===== src/rtl/sgt_pkg.sv =====
package sgt_pkg;

  typedef enum logic [1:0] {
    ST_IDLE    = 2'd0,
    ST_COLLECT = 2'd1,
    ST_LAUNCH  = 2'd2,
    ST_CANCEL  = 2'd3
  } sgt_state_e;

  // True on the last cycle of a window of length 'window'.
  function automatic logic window_done(input logic [31:0] count,
                                       input logic [31:0] window);
    return (count + 32'd1) == window;
  endfunction

  // A request is taken only when no foreign command competes with it.
  function automatic logic request_ok(input logic req, input logic foreign);
    return req && !foreign;
  endfunction

endpackage


===== src/rtl/sgt_sector_decode.sv =====
module sgt_sector_decode #(
  parameter int NUM_SECTORS = 8,
  parameter int SEC_W       = $clog2(NUM_SECTORS)
) (
  input  logic [SEC_W-1:0]       sector,
  output logic [NUM_SECTORS-1:0] bits
);
  for (genvar i = 0; i < NUM_SECTORS; i++) begin : g_bit
    assign bits[i] = (sector == SEC_W'(i));
  end
endmodule


===== src/rtl/sgt_window_timer.sv =====
module sgt_window_timer #(
  parameter int WINDOW_CYCLES = 5000,
  parameter int CNT_W         = $clog2(WINDOW_CYCLES)
) (
  input  logic clk,
  input  logic rst_n,
  input  logic restart,
  input  logic run,
  output logic expired
);
  import sgt_pkg::*;

  logic [CNT_W-1:0] count_q;

  always_ff @(posedge clk or negedge rst_n) begin
    if (!rst_n)        count_q <= '0;
    else if (restart)  count_q <= '0;
    else if (run)      count_q <= count_q + CNT_W'(1);
    else               count_q <= '0;
  end

  assign expired = run && window_done(32'(count_q), 32'(WINDOW_CYCLES));
endmodule


===== src/rtl/sgt_mask_accum.sv =====
module sgt_mask_accum #(
  parameter int NUM_SECTORS = 8
) (
  input  logic                   clk,
  input  logic                   rst_n,
  input  logic                   add_en,
  input  logic                   load_en,
  input  logic                   clear,
  input  logic [NUM_SECTORS-1:0] new_bits,
  output logic [NUM_SECTORS-1:0] mask
);
  for (genvar i = 0; i < NUM_SECTORS; i++) begin : g_cell
    logic bit_q;
    always_ff @(posedge clk or negedge rst_n) begin
      if (!rst_n)       bit_q <= 1'b0;
      else if (load_en) bit_q <= new_bits[i];
      else if (add_en)  bit_q <= bit_q | new_bits[i];
      else if (clear)   bit_q <= 1'b0;
    end
    assign mask[i] = bit_q;
  end
endmodule


===== src/rtl/sgt_collect_fsm.sv =====
module sgt_collect_fsm (
  input  logic              clk,
  input  logic              rst_n,
  input  logic              req_ok,
  input  logic              foreign,
  input  logic              expired,
  output sgt_pkg::sgt_state_e state,
  output logic              mask_add,
  output logic              mask_load,
  output logic              mask_clear
);
  import sgt_pkg::*;

  sgt_state_e state_q, state_d;

  always_comb begin
    state_d    = state_q;
    mask_add   = 1'b0;
    mask_load  = 1'b0;
    mask_clear = 1'b0;
    unique case (state_q)
      ST_IDLE: begin
        if (req_ok) begin
          state_d   = ST_COLLECT;
          mask_load = 1'b1;
        end
      end
      ST_COLLECT: begin
        if (foreign)       state_d = ST_CANCEL;
        else if (req_ok)   mask_add = 1'b1;
        else if (expired)  state_d = ST_LAUNCH;
      end
      ST_LAUNCH, ST_CANCEL: begin
        if (req_ok) begin
          state_d   = ST_COLLECT;
          mask_load = 1'b1;
        end else begin
          state_d    = ST_IDLE;
          mask_clear = 1'b1;
        end
      end
      default: state_d = ST_IDLE;
    endcase
  end

  always_ff @(posedge clk or negedge rst_n) begin
    if (!rst_n) state_q <= ST_IDLE;
    else        state_q <= state_d;
  end

  assign state = state_q;
endmodule


===== src/rtl/sector_gather_timer.sv =====
module sector_gather_timer #(
  parameter int NUM_SECTORS   = 8,
  parameter int WINDOW_CYCLES = 5000,
  parameter int SEC_W         = $clog2(NUM_SECTORS)
) (
  input  logic                   clk,
  input  logic                   rst_n,
  input  logic                   req_valid,
  input  logic [SEC_W-1:0]       req_sector,
  input  logic                   foreign_cmd,
  output logic [NUM_SECTORS-1:0] mask_o,
  output logic                   erase_start,
  output logic                   cancel_read,
  output logic                   collecting
);
  import sgt_pkg::*;

  localparam int CNT_W = $clog2(WINDOW_CYCLES);

  // Named internal events.
  logic               ev_accept;
  logic               ev_expire;
  logic               ev_add;
  logic               ev_load;
  logic               ev_clear;
  logic               ev_restart;
  logic [NUM_SECTORS-1:0] req_bits;
  sgt_state_e         state;

  assign ev_accept  = request_ok(req_valid, foreign_cmd);
  assign ev_restart = ev_add | ev_load;

  sgt_sector_decode #(.NUM_SECTORS(NUM_SECTORS), .SEC_W(SEC_W)) u_dec (
    .sector (req_sector),
    .bits   (req_bits)
  );

  sgt_collect_fsm u_fsm (
    .clk        (clk),
    .rst_n      (rst_n),
    .req_ok     (ev_accept),
    .foreign    (foreign_cmd),
    .expired    (ev_expire),
    .state      (state),
    .mask_add   (ev_add),
    .mask_load  (ev_load),
    .mask_clear (ev_clear)
  );

  sgt_window_timer #(.WINDOW_CYCLES(WINDOW_CYCLES), .CNT_W(CNT_W)) u_tmr (
    .clk     (clk),
    .rst_n   (rst_n),
    .restart (ev_restart),
    .run     (state == ST_COLLECT),
    .expired (ev_expire)
  );

  sgt_mask_accum #(.NUM_SECTORS(NUM_SECTORS)) u_mask (
    .clk      (clk),
    .rst_n    (rst_n),
    .add_en   (ev_add),
    .load_en  (ev_load),
    .clear    (ev_clear),
    .new_bits (req_bits),
    .mask     (mask_o)
  );

  assign collecting  = (state == ST_COLLECT);
  assign erase_start = (state == ST_LAUNCH);
  assign cancel_read = (state == ST_CANCEL);
endmodule


===== config.mk =====
export PLATFORM = sky130hd
export DESIGN_NAME = sector_gather_timer
export DESIGN_NICKNAME = d
export VERILOG_FILES = /design/src/rtl/sgt_pkg.sv /design/src/rtl/sgt_sector_decode.sv /design/src/rtl/sgt_window_timer.sv /design/src/rtl/sgt_mask_accum.sv /design/src/rtl/sgt_collect_fsm.sv /design/src/rtl/sector_gather_timer.sv
export SDC_FILE = /design/constraint.sdc
export NUM_CORES = 1
export LEC_CHECK = 0
export ABC_AREA = 1
export BUFFER_PORTS_ARGS = -buffer_cell sky130_fd_sc_hd__buf_2
export CAP_MARGIN = 20
export CORE_MARGIN = 2
export CORE_UTILIZATION = 30
export CTS_CLUSTER_DIAMETER = 30
export DETAILED_ROUTE_END_ITERATION = 16
export SYNTH_ARGS = -nofsm -noshare
export SYNTH_HDL_FRONTEND = slang
export SYNTH_SLANG_ARGS = --single-unit

===== constraint.sdc =====
create_clock -name clk -period 2.7 [get_ports clk]
set_clock_uncertainty 0.2 [all_clocks]
set_input_delay 0.405 -clock clk [delete_from_list [all_inputs] [get_ports clk]]
set_output_delay 0.405 -clock clk [all_outputs]
set_load 0.05 [all_outputs]

Yosys cells after proc, flatten, opt, wreduce, memory -nomap -nowiden:

Index checks and enable logic that the tools add are counted.

* register bits after elaboration: 23
* bits in latches: 0
* RAM bits: 0
* bits in read-only memories: 0
* input port bits: 7
* memories kept: 0

* add/subtract/negate cells: 2
* $mul: 0
* divide/modulo/power cells: 0
* order comparisons: 0
* equality and inequality tests: 14
* shift operators: 0
* mux-type cells: 31
* bitwise logic cells: 9
* reductions and logical operators: 9

Operator list (count)
* $eq A32 B13 Y1 const B: 1
* $mux W13: 2
* $mux W1: 24
* $add A13 B1 Y14 const B: 1
* $add A13 B1 Y13 const B: 1
* $eq A3 B3 Y1 const B: 4
* $or A1 B1 Y1: 9
* $mux W2: 4
* $eq A3 B2 Y1 const B: 2
* $ne A3 B3 Y1 const B: 2
* $pmux W2 S3: 1
* $eq A2 B2 Y1 const B: 2
* $eq A3 B1 Y1 const B: 1
* $logic_not A3 Y1: 1
* $reduce_and A3 Y1: 1
* $reduce_bool A3 Y1: 1
* $reduce_or A3 Y1: 1
* $eq A2 B1 Y1 const B: 1
* $logic_and A1 B1 Y1: 2
* $logic_not A2 Y1: 1
* $ne A2 B2 Y1 const B: 1
* $reduce_or A2 Y1: 1
* $logic_not A1 Y1: 1

Depth between registers and ports, before layout:

Gate-level depths: netlist of run 1.

* depth in word-level cells: 7
* gate-level depth with buffers: 14
* gate-level depth less buffers: 14

Cells and area by module:

A second synthesis of run 1 with hierarchy kept.

* cells, all modules: 218
* area total of the unflattened synthesis: 1467.7 um2

Modules (own cells, without submodules)
* sgt_window_timer: instances 1, cells an instance 109, area an instance 782.0 um2
* sgt_mask_accum: instances 1, cells an instance 68, area an instance 473.0 um2
* sgt_collect_fsm: instances 1, cells an instance 15, area an instance 115.1 um2
* sgt_sector_decode: instances 1, cells an instance 15, area an instance 56.3 um2
* sector_gather_timer: instances 1, cells an instance 11, area an instance 41.3 um2

Worst setup path before layout of run 1:

No wires, ideal clock.

* path kind: reg-to-reg
* from: register u_tmr.count_q[0]
* to: register u_fsm.state_q[0] (netlist: u_fsm.state[0])
* data arrival time: 1.437 ns
* data required time: 2.383 ns
* path slack: 0.946 ns
* stages on the path, launching flop included: 15
* clock period less this slack: 1.754 ns
* path through: dfrtp_1 > ha_1 > nand2_1 > nor2_4 > nand2_2 > nand2_2 > nand2_2 > nor2_2 > nand2_1 > nor2_1 > nand2_1 > nand2_1 > nand2_1 > nand2_1 > nand2_1

* longest elaborated chain between the ends: 5

RTL lines
* start: declaration: line sgt_window_timer.sv:13 `logic [CNT_W-1:0] count_q;`
* start signal: assignment: line sgt_window_timer.sv:18 `else if (run) count_q <= count_q + CNT_W'(1);`
* $add A13 B1 Y14: line sgt_pkg.sv:13 `return (count + 32'd1) == window;`
* $eq A32 B13 Y1: line sgt_pkg.sv:13
* $logic_and A1 B1 Y1: line sgt_window_timer.sv:22 `assign expired = run && window_done(32'(count_q), 32'(WINDOW_CYCLES));`
* $ne A3 B3 Y1 (no source line)
* $reduce_and A3 Y1 (no source line)
* end signal: assignment: line sgt_collect_fsm.sv:48 `else state_q <= state_d;`
* end: declaration: line sgt_collect_fsm.sv:14 `sgt_state_e state_q, state_d;`

No other way between the ends.
A chain may end at the register's enable or synchronous reset.

Worst setup path after layout of run 1:

* from: register u_fsm.state_q[1] (netlist: u_fsm.state[1])
* to: output port collecting

* longest elaborated chain between the ends: 1

RTL lines
* $eq A2 B1 Y1: line sector_gather_timer.sv:68 `assign collecting = (state == ST_COLLECT);`
* end: declaration: line sector_gather_timer.sv:14 `output logic collecting`

No other way between the ends.

==> flow_metrics.py, run 1 <==
metrics = {
    "clock_network": {
        "root_buffer": "clkbuf_8",
        "cts_buffers": 3,
        "cts_tree": "yes",
        "htree_levels": 1,
        "cts_sinks": 23,
        "clk_pin_slew_worst_paths_ps": 90,
        "cts_max_path_buffers": 2,
        "worstSkewPairLatency_ps": 270,
    },
    "sta": {
        "tightest_slew_ps": 528,
        "worst_slack_ps": 710,
        "tns_ps": 0,
        "fin_crit_ps": 1990,
        "rsz0062_at_grt": "no",
        "max_clock_freq_mhz": 503,
        "slew_headroom_pct": 64.8,
        "hold_viol": 0,
        "whs_ps": 236,
        "setup_viol_count_final": 0,
        "fin_crit_sh_pct": 73.7,
        "report.final.slew_viol_count": 0,
    },
    "layout": {
        "final_nets": 193,
        "syn_to_final_growth_pct": 10.9,
        "layout_commonest_cell": "nand2_1",
        "fin_util_pct": 35.3,
        "drive_gt1_share_pct": 17.5,
        "multiInputGateArea_um2": 581,
        "design_area_um2": 1440,
        "layout.cells.non_filler": 233,
        "final_cell_mix": "42 x nand2_1, 23 x dfrtp_1, 20 x inv_1, 20 x nor2_1, 17 x buf_2",
        "seqCellArea_um2": 576,
        "nFillCells": 433,
        "antenna_cells": 0,
    },
    "power": {
        "p_int_mw": 0.589,
        "power.density_nw_per_um2": 743,
        "p_comb_share_pct": 36.9,
        "seq_power_share_pct": 42.2,
        "p_total_mw": 1.07,
        "irDropWorstVdd_mv": 0.492,
        "leakage_nw": 0.668,
        "power.share.switching_pct": 45.0,
        "p_clk_share_pct": 20.9,
        "p_switching_mw": 0.482,
    },
    "global_routing": {
        "grt_max_degree": 24,
        "grt_overflow_total": 0,
        "grt_usage_pct": 11.7,
        "antenna_found_initial": 0,
        "grt_pass1_wl_um": 4760,
        "first_global_vias": 1055,
    },
    "worst_setup_path": {
        "cp-start-kind": "flip-flop",
        "cp_max_fo": 10,
        "crit_path_top_delay_cell": "dfrtp_1",
        "path_cells": "inv_1 > nand2_1 > clkinv_1 > buf_2",
        "worst-path-stages": 4,
        "critPathCaptureType": "output port",
        "crit_required_ps": 2100,
        "arrival_ps": 1380,
        "startpoint": "u_fsm.state[1]",
        "critical-path-max-stage-delay_ps": 420,
        "crit_buf_inv": 3,
        "timing.rr.start": "u_tmr.count_q[0]",
        "worstRegToRegCells": 14,
        "crit_family": "buffers and inverters",
        "path_class": "reg2out",
    },
    "route": {
        "totalWireLength_um": 2530,
        "drtAntennaViolNets": 0,
        "drc": 0,
        "drtIter0Drc": 101,
        "vias": 1090,
        "viasPerCell": 4.68,
        "routedWlPerCell_um": 10.8,
        "drt_first_pass_iters": 4,
    },
    "synth": {
        "synth-seq-cells": 23,
        "synth_top_area_share_pct": 44.3,
        "syn-instance-count": 170,
        "syn_nets": 179,
        "syn_avg_cell_area_um2": 7.65,
        "synth_area_um2": 1300,
        "ys_types": 20,
        "yosys.area.top_type": "dfrtp_1",
        "synth-seq-area-share_pct": 44.3,
        "synthTopCellsByArea": "dfrtp_1 44%, nand2_1 12%, o21ai_0 6.2%",
        "yosysWarningCount": 0,
    },
    "floorplan": {
        "fp.dieW_um": 69.8,
        "die_h_um": 69.8,
        "die-area_um2": 4880,
        "coreArea_um2": 4090,
        "io_pins": 18,
        "core.rowCount": 23,
        "initial_utilization_pct": 31.8,
    },
    "place": {
        "dp.cells": 228,
        "dp_hpwl_um": 1860,
        "place_congestion": 0.758,
        "dp_slack_ps": 749,
        "dpl_cell_area_um2": 1380,
        "io_buffers": 17,
    },
    "min_path": {
        "hp-class": "in2reg",
        "whs_path_depth": 3,
        "min_from": "foreign_cmd",
    },
    "job": {
        "cap_violations": 0,
    },
    "outcome": {
        "outcome": "finished clean",
    },
}
==> Yosys cell counts, drive strengths merged <==
cell	instances
ha	2
buf	9
a21oi	8
dfrtp	23
nand2	46
nor3	1
nor2	25
or2	1
nand4	5
inv	20
clkinv	1
o21ai	17
nand3	9
xnor2	3
==> layer usage <==
metal	up-vias	part of all wire (%)	GRT usage, %
met3	2	5.1	3.34
met1	504	52	17.6
met4	0	0.24	1.28
li1	555	-	-
met2	29	43	17.0
met5	-	0	0
==> path summary, 6_finish.rpt <==
check	slack, ps	end
hold reg to reg	330	u_mask.g_cell[5].bit_q
max in group asynchronous	1500	u_tmr.count_q[11]
setup reg to reg	750	u_fsm.state[0]
hold / removal	240	u_tmr.count_q[1]
setup / recovery	710	collecting
min in group asynchronous	440	u_tmr.count_q[2]
==> worst register-to-register path: cells and delay by family, from the launching register on <==
| kind | cells | cell delay [ps] |
|---|---|---|
| adders and majority gates | 1 | 250 |
| DFF | 1 | 450 |
| and+or+nand+nor | 13 | 980 |
==> logic make-up (layout without fill, tap and decap cells) <==
kind of cell | after synthesis | count (layout) | share of synthesized area, %
buffers and inverters | 30 | 43 | 11.1
AO/OA/AOI/OAI | 25 | 25 | 9.62
adder cells (fa/ha/maj) | 2 | 2 | 1.92
AND/OR/NAND/NOR | 87 | 87 | 30.5
XOR/XNOR | 3 | 3 | 2.60
flip-flops | 23 | 23 | 44.3
==> sequential cells by signal, indices dropped and copies added, names as in the netlist <==
signal and count:
u_mask.g_cell.bit_q 8, u_fsm.state 2, u_tmr.count_q 13
==> final cells by class <==
type / count / share of cell area [%]
Sequential cell: 23 / 39.9
Timing Repair Buffer: 18 / 6.60
Inverter: 21 / 5.47
Multi-Input combinational cell: 117 / 40.3
Clock inverter: 1 / 0.521
Tap cell: 50 / 4.34
Clock buffer: 3 / 2.86
==> repair_timing <==
action | in CTS | in global routing
hold endpoints to repair | 23 | 0
resized for setup | 0 | 0
buffers inserted | 0 | 0
setup endpoints to repair | 0 | 0
hold buffers | 1 | 0
==> power groups by stage <==
stage,Sequential [mW],Clock [mW],Combinational [mW]
2_1_floorplan,0.444,0,0.346
3_3_place_gp,0.462,0,0.395
3_5_place_dp,0.458,0,0.395
4_1_cts,0.453,0.233,0.399
5_1_grt,0.461,0.255,0.439
6_report,0.452,0.224,0.395
Note: power is estimated with default switching activity, not from simulation.
==> run 2: changes to the inputs <==
==> constraint.sdc (replaced) <==
create_clock -name clk -period 1.7 [get_ports clk]
set_clock_uncertainty 0.2 [all_clocks]
set_input_delay 0.255 -clock clk [delete_from_list [all_inputs] [get_ports clk]]
set_output_delay 0.255 -clock clk [all_outputs]
set_load 0.05 [all_outputs]
==> run 2 against run 1 <==
  * The run now ends with negative setup slack left
  * Register-to-register slack lost 850 ps
  * Core utilization grew 4.6 points
  * Largest power group is now combinational cells
  * Critical path depth rose by 10
  * Sequential power up 57%
  * Power grew 72%
  * Routed wire length is 12% higher
==> flow_metrics.py, run 2 (synthesis results as in run 1) <==
metrics = {
    "layout": {
        "syn_to_final_growth_pct": 25.3,
        "nFillCells": 439,
        "final_nets": 212,
        "largest_reg_flops": 13,
        "layout_commonest_cell": "nand2_1",
        "largest_register": "u_tmr.count_q",
        "drive_gt1_share_pct": 27.7,
        "final_cell_mix": "40 x nand2_1, 23 x dfrtp_1, 20 x inv_1, 19 x nor2_1",
        "fin_util_pct": 39.9,
        "antenna_cells": 0,
    },
    "worst_setup_path": {
        "path_class": "reg2reg",
        "critPathMostFrequentCell": "nand2_1",
        "crit_path_top_delay_cell": "dfrtp_1",
        "cp-start-kind": "flip-flop",
        "critPathCaptureType": "flip-flop",
        "crit_required_ps": 1670,
        "cp_max_fo": 6,
        "critical-path-max-stage-delay_ps": 420,
        "path_cells": "ha_4 > nand2_4 > nor2_4 > nand2_2 > nand2_2 > nand2_2 > nor2_2 > nand2_1 > nor2_1 > nand2_1 > nand2_1 > nand2_1 > nand2_1 > nand2_1",
        "arrival_ps": 1770,
        "r2r_slack_ps": -100,
    },
    "global_routing": {
        "grt_max_degree": 24,
        "grt_overflow_total": 0,
        "grt_pass1_wl_um": 4860,
        "grt_usage_pct": 12.6,
        "antenna_found_initial": 0,
        "first_global_vias": 1119,
    },
    "route": {
        "drt_first_pass_iters": 4,
        "routedWlPerCell_um": 11.2,
        "drtAntennaViolNets": 0,
        "vias": 1132,
        "drc": 0,
        "drtIter0Drc": 31,
        "viasPerCell": 4.49,
        "totalWireLength_um": 2820,
    },
    "sta": {
        "fin_crit_sh_pct": 106,
        "slew_headroom_pct": 64.5,
        "setup_viol_count_final": 2,
        "worst_slack_ps": -101,
        "report.final.slew_viol_count": 0,
        "tightest_slew_ps": 532,
        "rsz0062_at_grt": "yes",
        "hold_viol": 0,
        "fin_crit_ps": 1800,
        "max_clock_freq_mhz": 555,
        "whs_ps": 93.3,
    },
    "place": {
        "dp_slack_ps": -124,
        "dp_hpwl_um": 2010,
        "io_buffers": 17,
        "place_congestion": 0.734,
    },
    "min_path": {
        "hp-class": "in2reg",
    },
    "floorplan": {
        "coreArea_um2": 4090,
        "io_pins": 18,
        "die_h_um": 69.8,
        "fp.dieW_um": 69.8,
        "core.rowCount": 23,
        "initial_utilization_pct": 31.8,
        "die-area_um2": 4880,
    },
    "power": {
        "p_int_mw": 1.04,
        "leakage_nw": 0.793,
        "p_switching_mw": 0.801,
        "power.density_nw_per_um2": 1130,
        "irDropWorstVdd_mv": 0.773,
        "seq_power_share_pct": 38.6,
        "p_clk_share_pct": 18.8,
        "p_comb_share_pct": 42.6,
        "power.share.switching_pct": 43.5,
    },
    "clock_network": {
        "cts_sinks": 23,
        "cts_buffers": 3,
        "htree_levels": 1,
        "clk_pin_slew_worst_paths_ps": 80,
        "worstSkewPairLatency_ps": 270,
        "cts_max_path_buffers": 2,
        "root_buffer": "clkbuf_8",
        "cts_tree": "yes",
    },
    "job": {
        "cap_violations": 0,
    },
    "outcome": {
        "outcome": "complete, but fails checks",
        "violations": "negative setup slack",
    },
}
-- run 2: metal layers --
metal | vias to the layer above | routed length [µm] | GRT usage [%]
li1 | 594 | - | -
met1 | 513 | 1380 | 16.0
met2 | 22 | 1300 | 20.1
met3 | 3 | 112 | 3.63
met4 | 0 | 27 | 4.70
met5 | - | 0 | 0
-- run 2: worst max-delay path: cells and delay by family (launching register included) --
kind | cells | cell delay (ps)
AND/OR/NAND/NOR | 13 | 880
flip-flops | 1 | 420
adder cells (fa/ha/maj) | 1 | 180
-- run 2: final cells by class --
type                    instances  area [µm²]  area share, %
clock inverters                 1        5.00          0.307
flip-flops and latches         23         576           35.3
inverters                      21        78.8           4.84
clock buffers                   3        41.3           2.53
well taps                      50        62.6           3.84
multi-input cells             117         614           37.7
repair buffers                 37         251           15.4
-- run 2: timing repair --
action,4_1_cts,5_1_grt
buffers inserted,2,3
hold endpoints to repair,23,0
resized for setup,4,7
setup endpoints to repair,2,3
hold buffers,1,0
pin swaps,6,10
-- run 2: final timing paths --
check,startpoint,endpoint,cells after the start
hold reg to reg,u_mask.g_cell[4].bit_q,u_mask.g_cell[4].bit_q,2
setup reg to reg,u_tmr.count_q[1],u_fsm.state[0],14
hold / removal,req_sector[1],u_mask.g_cell[2].bit_q,3
min in group asynchronous,rst_n,u_tmr.count_q[3],2
setup / recovery,u_tmr.count_q[1],u_fsm.state[0],14
max in group asynchronous,rst_n,u_tmr.count_q[12],2
-- run 2: stage by stage --
stage                     cell area, µm²  TNS, ps  cells  total power [mW]
final                               1630     -173    252              1.84
after global routing                1630     -482    252              1.97
after CTS                           1580     -202    249              1.83
after detailed placement            1490     -189    242              1.45
after global placement              1490     -143    242              1.45
after floorplan                     1300    -47.3    170              1.26
-- run 2: power by group through the flow --
stage	Sequential (mW)	Combinational, mW	Clock (mW)
after floorplan	0.707	0.549	0
after global placement	0.709	0.737	0
after detailed placement	0.708	0.742	0
after CTS	0.710	0.750	0.365
after global routing	0.721	0.854	0.394
final	0.710	0.785	0.345
